### src/rtl/lls_pkg.sv
package lls_pkg;
   typedef enum logic {
      BANK_LO = 1'b0,
      BANK_HI = 1'b1
   } bank_e;

   function automatic bank_e pick_bank(input logic pol, input int unsigned idx);
      // index 0 is output 1 (odd)
      logic odd_out;
      odd_out = (idx % 2) == 0;
      return (pol ~^ odd_out) ? BANK_HI : BANK_LO;
   endfunction
endpackage

### src/rtl/lls_strobe_ctl.sv
module lls_strobe_ctl (
   input  logic clk,
   input  logic rst_n,
   input  logic line_stb,
   input  logic start_in,
   input  logic pol_in,
   output logic load_en,
   output logic pol_cap,
   output logic out_valid,
   output logic cap_clear,
   output logic cap_hold
);
   logic stb_q;
   logic fall;

   assign load_en = line_stb & ~stb_q;
   assign fall    = ~line_stb & stb_q;

   always_ff @(posedge clk or negedge rst_n) begin
      if (!rst_n) begin
         stb_q     <= 1'b0;
         pol_cap   <= 1'b0;
         out_valid <= 1'b0;
         cap_clear <= 1'b0;
         cap_hold  <= 1'b0;
      end else begin
         stb_q     <= line_stb;
         cap_clear <= load_en;
         if (load_en) begin
            pol_cap   <= pol_in;
            out_valid <= 1'b0;
            cap_hold  <= 1'b1;
         end else begin
            if (fall)     out_valid <= 1'b1;
            if (start_in) cap_hold  <= 1'b0;
         end
      end
   end
endmodule

### src/rtl/lls_chan_latch.sv
module lls_chan_latch #(
   parameter int unsigned CW = 8
) (
   input  logic          clk,
   input  logic          rst_n,
   input  logic          load_en,
   input  logic [CW-1:0] din,
   output logic [CW-1:0] dout
);
   always_ff @(posedge clk or negedge rst_n) begin
      if (!rst_n)       dout <= '0;
      else if (load_en) dout <= din;
   end
endmodule

### src/rtl/lls_bank_map.sv
module lls_bank_map #(
   parameter int unsigned NCH = 6
) (
   input  logic           pol_cap,
   output logic [NCH-1:0] bank_hi
);
   import lls_pkg::*;

   for (genvar i = 0; i < NCH; i++) begin : g_map
      assign bank_hi[i] = (pick_bank(pol_cap, i) == BANK_HI);
   end
endmodule

### src/rtl/lls_line_latch.sv
module lls_line_latch #(
   parameter int unsigned NCH = 6,
   parameter int unsigned CW  = 8
) (
   input  logic               clk,
   input  logic               rst_n,
   input  logic               line_stb,
   input  logic               start_in,
   input  logic               pol_in,
   input  logic [NCH*CW-1:0]  line_data,
   output logic [NCH*CW-1:0]  chan_code,
   output logic [NCH-1:0]     bank_hi,
   output logic               out_valid,
   output logic               cap_clear,
   output logic               cap_hold
);
   localparam int unsigned BUS_W = NCH * CW;

   if (NCH < 1) begin : g_bad_nch
      $error("NCH must be at least 1");
   end
   if (CW < 1 || CW > 16) begin : g_bad_cw
      $error("CW must be in 1..16");
   end

   logic load_en;
   logic pol_cap;

   lls_strobe_ctl u_ctl (
      .clk       (clk),
      .rst_n     (rst_n),
      .line_stb  (line_stb),
      .start_in  (start_in),
      .pol_in    (pol_in),
      .load_en   (load_en),
      .pol_cap   (pol_cap),
      .out_valid (out_valid),
      .cap_clear (cap_clear),
      .cap_hold  (cap_hold)
   );

   for (genvar k = 0; k < NCH; k++) begin : g_ch
      lls_chan_latch #(.CW(CW)) u_lat (
         .clk     (clk),
         .rst_n   (rst_n),
         .load_en (load_en),
         .din     (line_data[k*CW +: CW]),
         .dout    (chan_code[k*CW +: CW])
      );
   end

   lls_bank_map #(.NCH(NCH)) u_map (
      .pol_cap (pol_cap),
      .bank_hi (bank_hi)
   );

   logic [BUS_W-1:0] unused_w;
   assign unused_w = '0;
endmodule

### config.mk
export PLATFORM = sky130hd
export DESIGN_NAME = lls_line_latch
export DESIGN_NICKNAME = d
export VERILOG_FILES = /design/src/rtl/lls_pkg.sv /design/src/rtl/lls_strobe_ctl.sv /design/src/rtl/lls_chan_latch.sv /design/src/rtl/lls_bank_map.sv /design/src/rtl/lls_line_latch.sv
export SDC_FILE = /design/constraint.sdc
export NUM_CORES = 1
export LEC_CHECK = 0
export BUFFER_PORTS_ARGS = -buffer_cell sky130_fd_sc_hd__buf_2
export CAP_MARGIN = 30
export CORE_ASPECT_RATIO = 0.5
export CORE_MARGIN = 10
export CORE_UTILIZATION = 26
export CTS_BUF_LIST = sky130_fd_sc_hd__clkbuf_4 sky130_fd_sc_hd__clkbuf_8 sky130_fd_sc_hd__clkbuf_16
export DETAILED_ROUTE_END_ITERATION = 16
export GPL_ROUTABILITY_DRIVEN = 0
export PLACE_DENSITY = 0.54
export SYNTH_ARGS = -nofsm -noshare
export SYNTH_HDL_FRONTEND = slang
export SYNTH_SLANG_ARGS = --single-unit
export TNS_END_PERCENT = 10
### constraint.sdc
create_clock -name clk -period 1.5 [get_ports clk]
set_input_delay 0.075 -clock clk [delete_from_list [all_inputs] [get_ports clk]]
set_output_delay 0.075 -clock clk [all_outputs]
set_load 0.02 [all_outputs]
==> summary.txt, run 1 <==
Run status
  • Status: finished clean

STA
  • Clock skew: 3.20 ps
  • Fmax: approximately 760 MHz
  • Final min period: roughly 1300 ps
  • Slew margin rel.: 71.1%
  • Setup ws final: between 150 and 200 ps
  • Fin Hold WS: 4.16 ps
  • Final setup fails: 0
  • Setup tns final: 0 ps
  • RSZ-0062 raised after global routing: false
  • Slew Limit Fails: 0
  • Slew @ Worst Pin: 434 ps
  • Fin. Hold Viols: 0
  • Final worst-path cycle share: approximately nine tenths

Placed design
  • HPWL after DPL: 4.48 mm
  • Placed instance area: 0.00287 mm²
  • Number of port buffers: 109
  • Place WS: 180 ps

Logic synthesis
  • Avg Cell Area, Syn: around 18 µm²
  • Post-synth EDFFs: 0
  • Synth Register Bits: 53
  • Count leader, synth: dfrtp_1
  • Post-synth top area share: a little under 60%
  • Synth area leaders: dfrtp_1 (59%), mux2_4 (31%), buf_12 (3.6%), buf_4 (1.7%), ha_1 (1.1%)
  • Area leader, netlist: dfrtp_1
  • Sequential area share after synthesis: 58.9%
  • Syn Nets: 177
  • Synth Warn #: 0
  • Netlist Area Pre-Place: 0.00225 mm²
  • Fraction of registers with async set or reset after synthesis: 100%
  • Top post-synthesis cells by count: dfrtp_1 (53), mux2_4 (47), buf_4 (5)
  • Yosys cell types: 13
  • Cells after synthesis: between 100 and 150
  • Main synth FF type: dfrtp_1

Worst setup path
  • Crit-path slowest cell: dfrtp_1
  • Required @ worst endpoint: 1680 ps
  • CP Launch Type: register
  • CP endpoint kind: register
  • CP Max Fanout: 31
  • Critical path's top delay family: flip-flops
  • Cell breakdown of the critical path: inv_1 > ha_4 > buf_12 > mux2_4
  • Max incr delay on CP: 360 ps
  • CP arrival: 1500 ps
  • Buffers & Inverters on Critical Path: 2
  • Setup Crit Path Kind: reg -> reg

Global routing
  • Number of global-route vias before repair: about 1,600
  • Global-route wire length before repair: 9.09 mm
  • GRT overflow: 0
  • Aggregate global-route resource usage: 8.95%
  • Initial antenna violation count: 0
  • Largest net degree at the start of global routing: 38

Floorplan
  • I/O Pins: 110
  • Chip Width: 152 µm
  • Die ar.: around 0.013 mm²
  • Rows: 23
  • Core footprint: ~0.0082 mm²
  • Initial Utilization: 27.5%
  • Die height: 85.8 µm

Clock network
  • H-tree lvl count: 2
  • Clock Root Buffer: clkbuf_16
  • Clock transition at path regs: 60 ps
  • Clk_lat worst skew: 290 ps
  • Clock Path Buffers: 2
  • Clock sink count: 53
  • Cts bufs inserted: 5
  • CTS tree: done

Detailed routing
  • Pre-antenna DRT Iters: 4
  • DR DRC count: 0
  • Final WL: 5.75 mm
  • Post-DRT Antenna Nets: 0
  • DRT iter0 DRCs: 45
  • Vias: between 1,000 and 1,500
  • WL/cell: roughly 17 µm
  • Avg Vias per Cell: 3.99

Power and ir drop
  • Pleak: 1.57 nW
  • Cell Pwr Density: 1290 mW/mm²
  • Worst vdd ir: 463 µV
  • Power, Total: 3.93 mW

Layout
  • Nets: 287
  • Layout area overhead: 34.6%
  • Final non-filler cell area: between 0.003 and 0.004 mm²
  • Fraction of layout cells with a size suffix above 1: 72.4%
  • N_diodes: 0

Job
  • Maximum Capacitance Violations: 0

Worst hold path
  • Worst hold path class: in -> reg
-- stage by stage --
| stage | util (%) | instances |
|---|---|---|
| global route | 37.0 | 344 |
| finish | 37.0 | 344 |
| detailed placement | 35.0 | 335 |
| CTS | 37.0 | 344 |
| floorplan | - | 122 |
| global placement | 35.0 | 335 |
-- final timing paths --
path	start	endpoint	slack, ps	cells past startpoint
worst min-delay path	pol_in	u_ctl.pol_cap	4	3
worst max-delay path	u_ctl.stb_q	g_ch[3].u_lat.dout[1]	180	4
max in group asynchronous	rst_n	g_ch[1].u_lat.dout[1]	700	3
worst max register to register	u_ctl.stb_q	g_ch[3].u_lat.dout[1]	180	4
worst min register to register	u_ctl.cap_hold	u_ctl.cap_hold	480	1
min in group asynchronous	rst_n	g_ch[3].u_lat.dout[1]	260	2
-- per-layer routing --
layer | vias up | wire, µm | global-route usage, %
met1 | 695 | 2130 | 9.44
met2 | 37 | 3170 | 16.3
met3 | 7 | 376 | 2.78
li1 | 633 | - | -
met4 | 0 | 76 | 3.61
met5 | - | 0 | 0
-- state kept, by name (all words and copies together), names as in the netlist --
register         count
g_ch.u_lat.dout     48
u_ctl.cap_clear      1
u_ctl.cap_hold       1
u_ctl.out_valid      1
u_ctl.pol_cap        1
u_ctl.stb_q          1
-- cell type report --
cell class / count / area [µm²]
fill: 797 / 5170
timing repair buffer: 114 / 626
tap: 112 / 140
inverter: 4 / 15.0
multi-input combinational: 54 / 781
sequential: 53 / 1330
clock buffer: 7 / 146
-- worst reg2reg max path, delay by kind of cell, from the launching register on --
family                     cells  cell delay, ps
buffers and inverters          2             340
adders and majority gates      1             170
DFF                            1             360
muxes                          1             340
-- what timing repair did --
action | CTS | global route
gates resized for setup | 0 | 0
hold buffers | 2 | 0
hold endpoints to repair | 17 | 0
setup buffers | 0 | 0
-- cells by family after synthesis --
kind of cell / share of synthesized area (%)
AOI/OAI and AO/OA: 0.555
adders and majority gates: 1.11
and+or+nand+nor: 0.166
muxes: 32.3
DFF: 58.9
buffers and inverters: 7.05
-- power by group --
group	switching, mW	internal (mW)	leakage (nW)
logic	0.535	0.488	0.877
clock network	0.484	0.674	0.0734
registers	0.110	1.63	0.623
-- placed cells by master, fill, tap and decap left out --
master and n:
o21ai_0 1, dlygate4sd3_1 2, buf_2 109, ha_4 1, clkbuf_8 1, mux2_2 1, mux2i_1 1, a21o_1 1
nand2_1 1, clkbuf_16 5, buf_12 3, ha_1 1, mux2_4 47, inv_1 4, dfrtp_1 53, clkbuf_4 1
(Power assumes the default switching activity.)
==> run 2: changes to the inputs <==
--- a/config.mk
+++ b/config.mk
@@ -7,13 +7,15 @@
 export LEC_CHECK = 0
 export BUFFER_PORTS_ARGS = -buffer_cell sky130_fd_sc_hd__buf_2
 export CAP_MARGIN = 30
+export CELL_PAD_IN_SITES_DETAIL_PLACEMENT = 0
+export CELL_PAD_IN_SITES_GLOBAL_PLACEMENT = 1
 export CORE_ASPECT_RATIO = 0.5
 export CORE_MARGIN = 10
 export CORE_UTILIZATION = 26
 export CTS_BUF_LIST = sky130_fd_sc_hd__clkbuf_4 sky130_fd_sc_hd__clkbuf_8 sky130_fd_sc_hd__clkbuf_16
 export DETAILED_ROUTE_END_ITERATION = 16
 export GPL_ROUTABILITY_DRIVEN = 0
-export PLACE_DENSITY = 0.54
+export PLACE_DENSITY = 0.64
 export SYNTH_ARGS = -nofsm -noshare
 export SYNTH_HDL_FRONTEND = slang
 export SYNTH_SLANG_ARGS = --single-unit
==> summary.txt, run 2 (synthesis results as in run 1) <==
Run status
  • Status: finished clean

Worst setup path
  • Cell breakdown of the critical path: inv_1 > ha_4 > buf_12 > mux2_4
  • CP Launch Type: register
  • CP arrival: 1540 ps (+40 ps)
  • Required @ worst endpoint: 1670 ps (about the same)
  • Buffers & Inverters on Critical Path: 2 (unchanged)
  • Critical path's top delay family: flip-flops
  • Crit-path slowest cell: dfrtp_1
  • R2r endpoint: g_ch[0].u_lat.dout[3]
  • Flop2flop setup slack: 130 ps (-50 ps)
  • CP endpoint kind: register
  • RR Startpoint: u_ctl.stb_q
  • Setup Crit Path Kind: reg -> reg
  • CP Max Fanout: 21 (-32%)
  • Max incr delay on CP: 360 ps (about the same)
  • Worst reg2reg path depth: 4 (unchanged)

Global routing
  • Aggregate global-route resource usage: 8.80% (-0.15 points)
  • Number of global-route vias before repair: 1,542 (-2.2%)
  • Global-route wire length before repair: 8.98 mm (-1.2%)
  • Initial antenna violation count: 0 (unchanged)
  • GRT overflow: 0 (unchanged)
  • Largest net degree at the start of global routing: 27 (-29%)

Worst hold path
  • Hold Path End: g_ch[3].u_lat.dout[3]
  • Worst hold path class: in -> reg
  • Hold depth: 2 (-1)
  • Hold_sp: line_data[27]

Power and ir drop
  • Worst vdd ir: 489 µV (+5.5%)
  • Power, Total: 4.11 mW (+4.6%)
  • Pleak: 1.60 nW (+1.5%)
  • Cell Pwr Density: 1330 mW/mm² (+3.1%)

Layout
  • Nets: 289 (+0.70%)
  • Max reg flops: 48 (unchanged)
  • Commonest non-fill, non-tap cell in the layout: buf_2
  • Multi-input gate area: 781 µm² (unchanged)
  • Commonest cells after routing, fill and taps aside: buf_2 (109), dfrtp_1 (53), mux2_4 (47)
  • N_diodes: 0 (unchanged)
  • Top reg by flops: g_ch.u_lat.dout
  • Fraction of layout cells with a size suffix above 1: 72.8% (+0.35 points)
  • Final non-filler cell area: 0.00308 mm² (+1.5%)
  • Fill count: 803 (+0.75%)
  • Register area: 0.00133 mm² (unchanged)
  • Final std cells w/o fill: 347 (+0.87%)
  • Layout area overhead: 36.6%

Detailed routing
  • Met1 wire length: 1.90 mm (-11%)
  • Met3 WL: 340 µm (-9.6%)
  • WL/cell: 16.4 µm (-2.1%)
  • Vias: 1,343 (-2.1%)
  • Avg Vias per Cell: 3.87 (-3.0%)
  • Routed length on met2: 3.39 mm (+6.8%)
  • DRT iter0 DRCs: 60 (+33%)
  • Pre-antenna DRT Iters: 4 (unchanged)
  • Post-DRT Antenna Nets: 0 (unchanged)
  • Final WL: 5.68 mm (-1.2%)
  • Max layer used: met4
  • DR DRC count: 0 (unchanged)

Clock network
  • H-tree lvl count: 2 (unchanged)
  • Clock transition at path regs: 70 ps (about the same)
  • Cts bufs inserted: 5 (unchanged)
  • Clock Root Buffer: clkbuf_16
  • Setup bufs post-CTS: 0 (unchanged)
  • Clk_lat worst skew: 280 ps (about the same)
  • Clock sink count: 53 (unchanged)
  • Clock Path Buffers: 2 (unchanged)
  • CTS tree: done

STA
  • Slew @ Worst Pin: 369 ps (-65.2 ps)
  • Slew margin rel.: 75.4% (+4.3 points)
  • Final worst-path cycle share: 91.1% (+3.1 points)
  • RSZ-0062 raised after global routing: false
  • Clock skew: 3.70 ps (+0.505 ps)
  • Setup tns final: 0 ps (unchanged)
  • Final setup fails: 0 (unchanged)
  • Fmax: 731 MHz (-3.4%)
  • Slew Limit Fails: 0 (unchanged)
  • Fin. Hold Viols: 0 (unchanged)
  • Final min period: 1370 ps (+45.9 ps)

Job
  • Maximum Capacitance Violations: 0 (unchanged)

Floorplan
  • Chip Width: 152 µm (unchanged)
  • Rows: 23 (unchanged)
  • Core footprint: 0.00820 mm² (unchanged)
  • Initial Utilization: 27.5% (unchanged)
  • I/O Pins: 110 (unchanged)
  • Die ar.: 0.0130 mm² (unchanged)
  • Die height: 85.8 µm (unchanged)

Placed design
  • HPWL after DPL: 4.61 mm (+2.8%)
  • Number of port buffers: 109 (unchanged)
  • Placed instance area: 0.00288 mm² (+0.52%)
  • Cells after DPL: 337 (+0.60%)
## run 2: routing by layer
metal / track usage, % / up-vias
met5: 0 / -
met4: 2.58 / 0
met3: 2.73 / 4
met2: 17.1 / 26
met1: 8.80 / 681
li1: - / 632
## run 2: what timing repair did
action / 4_1_cts / 5_1_grt
hold buffers: 2 / 0
endpoints found under the setup margin: 0 / 0
resized for setup: 0 / 0
endpoints found under the hold margin: 14 / 0
## run 2: worst register-to-register path, cell delays in order (launching register included)
cell	delay, ps
dfrtp_1	360
inv_1	110
ha_4	250
buf_12	220
mux2_4	320
## run 2: power breakdown
group          internal (mW)  switching (mW)  total (mW)
Sequential              1.63           0.111        1.74
Combinational          0.492           0.537        1.03
Clock                  0.852           0.481        1.33
## run 2: how the worst max path moves through the flow
stage / from / to / slack (ps) / cells past startpoint
global placement: u_ctl.stb_q / g_ch[0].u_lat.dout[5] / 150 / 4
detailed placement: u_ctl.stb_q / g_ch[3].u_lat.dout[0] / 140 / 4
finish: u_ctl.stb_q / g_ch[0].u_lat.dout[3] / 130 / 4
CTS: u_ctl.stb_q / g_ch[2].u_lat.dout[2] / 120 / 4
global route: u_ctl.stb_q / g_ch[0].u_lat.dout[3] / 60 / 4
floorplan: u_ctl.stb_q / g_ch[1].u_lat.dout[0] / 220 / 5
## run 2: cell type report
cell class | instances | area share [%]
multi-input cells | 54 | 25.4
well taps | 112 | 4.55
repair buffers | 116 | 20.8
flip-flops and latches | 53 | 43.1
clock buffers | 7 | 4.75
clock inverters | 1 | 0.975
inverters | 4 | 0.488
## run 2: stage by stage
step | hold slack [ps] | setup WS [ps] | utilization [%]
global route | 5.66 | 64.5 | 37.5
floorplan | -221 | 219 | -
CTS | 7.21 | 124 | 37.5
global placement | 2.24 | 155 | 35.1
detailed placement | 14.6 | 136 | 35.1
finish | 15.1 | 133 | 37.5
==> run 3: changes to the inputs <==
--- a/config.mk
+++ b/config.mk
@@ -15,6 +15,7 @@
 export CTS_BUF_LIST = sky130_fd_sc_hd__clkbuf_4 sky130_fd_sc_hd__clkbuf_8 sky130_fd_sc_hd__clkbuf_16
 export DETAILED_ROUTE_END_ITERATION = 16
 export GPL_ROUTABILITY_DRIVEN = 0
+export MAX_ROUTING_LAYER = met4
 export PLACE_DENSITY = 0.64
 export SYNTH_ARGS = -nofsm -noshare
 export SYNTH_HDL_FRONTEND = slang
==> summary.txt, run 3 (synthesis results as in run 1) <==
Power and ir drop
  • Power, Total: 4.11 mW (about the same)
  • Cell Pwr Density: 1330 mW/mm² (about the same)
  • Worst vdd ir: 489 µV (about the same)
  • Pleak: 1.60 nW (unchanged)

Global routing
  • Number of global-route vias before repair: 1,541 (-0.065%)
  • Initial antenna violation count: 0 (unchanged)
  • Global-route wire length before repair: 8.99 mm (+0.16%)
  • Aggregate global-route resource usage: 9.10% (+0.30 points)
  • GRT overflow: 0 (unchanged)
  • Largest net degree at the start of global routing: 27 (unchanged)

Floorplan
  • Rows: 23 (unchanged)
  • Initial Utilization: 27.5% (unchanged)
  • Core footprint: 0.00820 mm² (unchanged)
  • I/O Pins: 110 (unchanged)
  • Chip Width: 152 µm (unchanged)
  • Die ar.: 0.0130 mm² (unchanged)
  • Die height: 85.8 µm (unchanged)

STA
  • Slew Limit Fails: 0 (unchanged)
  • Final worst-path cycle share: 91.1% (about the same)
  • RSZ-0062 raised after global routing: false
  • Final min period: 1370 ps (-0.560 ps)
  • Slew @ Worst Pin: 369 ps (-0.175 ps)
  • Setup ws final: 133 ps (+0.560 ps)
  • Fmax: 732 MHz (about the same)
  • Fin. Hold Viols: 0 (unchanged)
  • Final setup fails: 0 (unchanged)
  • Setup tns final: 0 ps (unchanged)
  • Slew margin rel.: 75.4% (about the same)
  • Clock skew: 3.78 ps (+0.0778 ps)

Clock network
  • Clk_lat worst skew: 280 ps (about the same)
  • Clock Root Buffer: clkbuf_16
  • Clock Path Buffers: 2 (unchanged)
  • Clock transition at path regs: 70 ps (about the same)
  • CTS tree: done
  • Clock sink count: 53 (unchanged)
  • Cts bufs inserted: 5 (unchanged)
  • H-tree lvl count: 2 (unchanged)

Placed design
  • HPWL after DPL: 4.61 mm (unchanged)
  • Number of port buffers: 109 (unchanged)
  • Place WS: 136 ps (unchanged)

Detailed routing
  • Pre-antenna DRT Iters: 4 (unchanged)
  • WL/cell: 16.4 µm (+0.33%)
  • Vias: 1,343 (unchanged)
  • DRT iter0 DRCs: 62 (+3.3%)
  • Final WL: 5.70 mm (+0.33%)
  • DR DRC count: 0 (unchanged)
  • Avg Vias per Cell: 3.87 (unchanged)
  • Post-DRT Antenna Nets: 0 (unchanged)

Worst setup path
  • CP endpoint kind: register
  • CP Launch Type: register
  • Buffers & Inverters on Critical Path: 2 (unchanged)
  • Worst setup path end: g_ch[0].u_lat.dout[3]
  • RR Startpoint: u_ctl.stb_q
  • Critical path's top delay family: flip-flops
  • Max incr delay on CP: 360 ps (about the same)
  • Flop2flop setup slack: 130 ps (about the same)
  • Critical path origin: u_ctl.stb_q
  • Setup Crit Path Kind: reg -> reg
  • R2r endpoint: g_ch[0].u_lat.dout[3]
  • CP Max Fanout: 21 (unchanged)
  • Worst reg2reg path depth: 4 (unchanged)
  • WP depth: 4 (unchanged)
  • Required @ worst endpoint: 1670 ps (about the same)
  • Crit-path slowest cell: dfrtp_1
  • CP arrival: 1540 ps (about the same)
  • Cell breakdown of the critical path: inv_1 > ha_4 > buf_12 > mux2_4

Layout
  • N_diodes: 0 (unchanged)
  • Commonest non-fill, non-tap cell in the layout: buf_2
  • Top reg by flops: g_ch.u_lat.dout
  • Commonest cells after routing, fill and taps aside: buf_2 (109), dfrtp_1 (53), mux2_4 (47)
  • Final core occ: 37.5% (unchanged)
  • Fraction of layout cells with a size suffix above 1: 72.8% (unchanged)
  • Nets: 289 (unchanged)
  • Max reg flops: 48 (unchanged)
  • Layout area overhead: 36.6% (unchanged)

Job
  • Maximum Capacitance Violations: 0 (unchanged)

Worst hold path
  • Worst hold path class: in -> reg

Run status
  • Status: finished clean
run 3: area by class of cell:
| cell class | count | area, µm² |
|---|---|---|
| fillers | 803 | 5120 |
| flip-flops and latches | 53 | 1330 |
| multi-input cells | 54 | 781 |
| repair buffers | 116 | 641 |
| clock buffers | 7 | 146 |
| well taps | 112 | 140 |
| clock inverters | 1 | 30.0 |
| inverters | 4 | 15.0 |
run 3: repair_timing:
action,4_1_cts,5_1_grt
hold buffers,2,0
resized for setup,0,0
endpoints found under the hold margin,14,0
endpoints found under the setup margin,0,0
setup buffers,0,0
run 3: how the worst min path moves through the flow:
stage             startpoint               endpoint  slack [ps]  cells past startpoint
4_1_cts        line_data[27]  g_ch[3].u_lat.dout[3]           7                      2
2_1_floorplan          rst_n  g_ch[0].u_lat.dout[0]        -220                      0
5_1_grt        line_data[47]  g_ch[5].u_lat.dout[7]           6                      2
3_3_place_gp           rst_n  g_ch[2].u_lat.dout[0]           2                      1
6_report       line_data[27]  g_ch[3].u_lat.dout[3]          20                      2
3_5_place_dp           rst_n  g_ch[3].u_lat.dout[3]          10                      1
run 3: through the flow:
| stage | instances | hold slack [ps] | cell area, µm² |
|---|---|---|---|
| finish | 347 | 15.2 | 3080 |
| global route | 347 | 5.67 | 3080 |
| CTS | 347 | 7.21 | 3080 |
| detailed placement | 337 | 14.6 | 2880 |
| global placement | 337 | 2.24 | 2880 |
| floorplan | 122 | -221 | 2250 |
run 3: worst reg2reg max path, stage by stage, from the launching register on:
cell and delay [ps]:
dfrtp_1 360, inv_1 110, ha_4 250, buf_12 220, mux2_4 320
run 3: per-layer routing:
metal  track usage [%]  vias up  routed length, µm  share of wire, %
li1                  -      631                  -                 -
met1              9.11      682               1930                34
met2              16.9       26               3380                59
met3              2.73        4                342               6.0
met4              2.58        0                 51              0.89
met5                 -        -                  0                 0
run 3: power by group:
| part | switching (mW) | internal [mW] | total [mW] |
|---|---|---|---|
| sequential | 0.111 | 1.63 | 1.74 |
| combinational | 0.538 | 0.492 | 1.03 |
| clock | 0.480 | 0.852 | 1.33 |
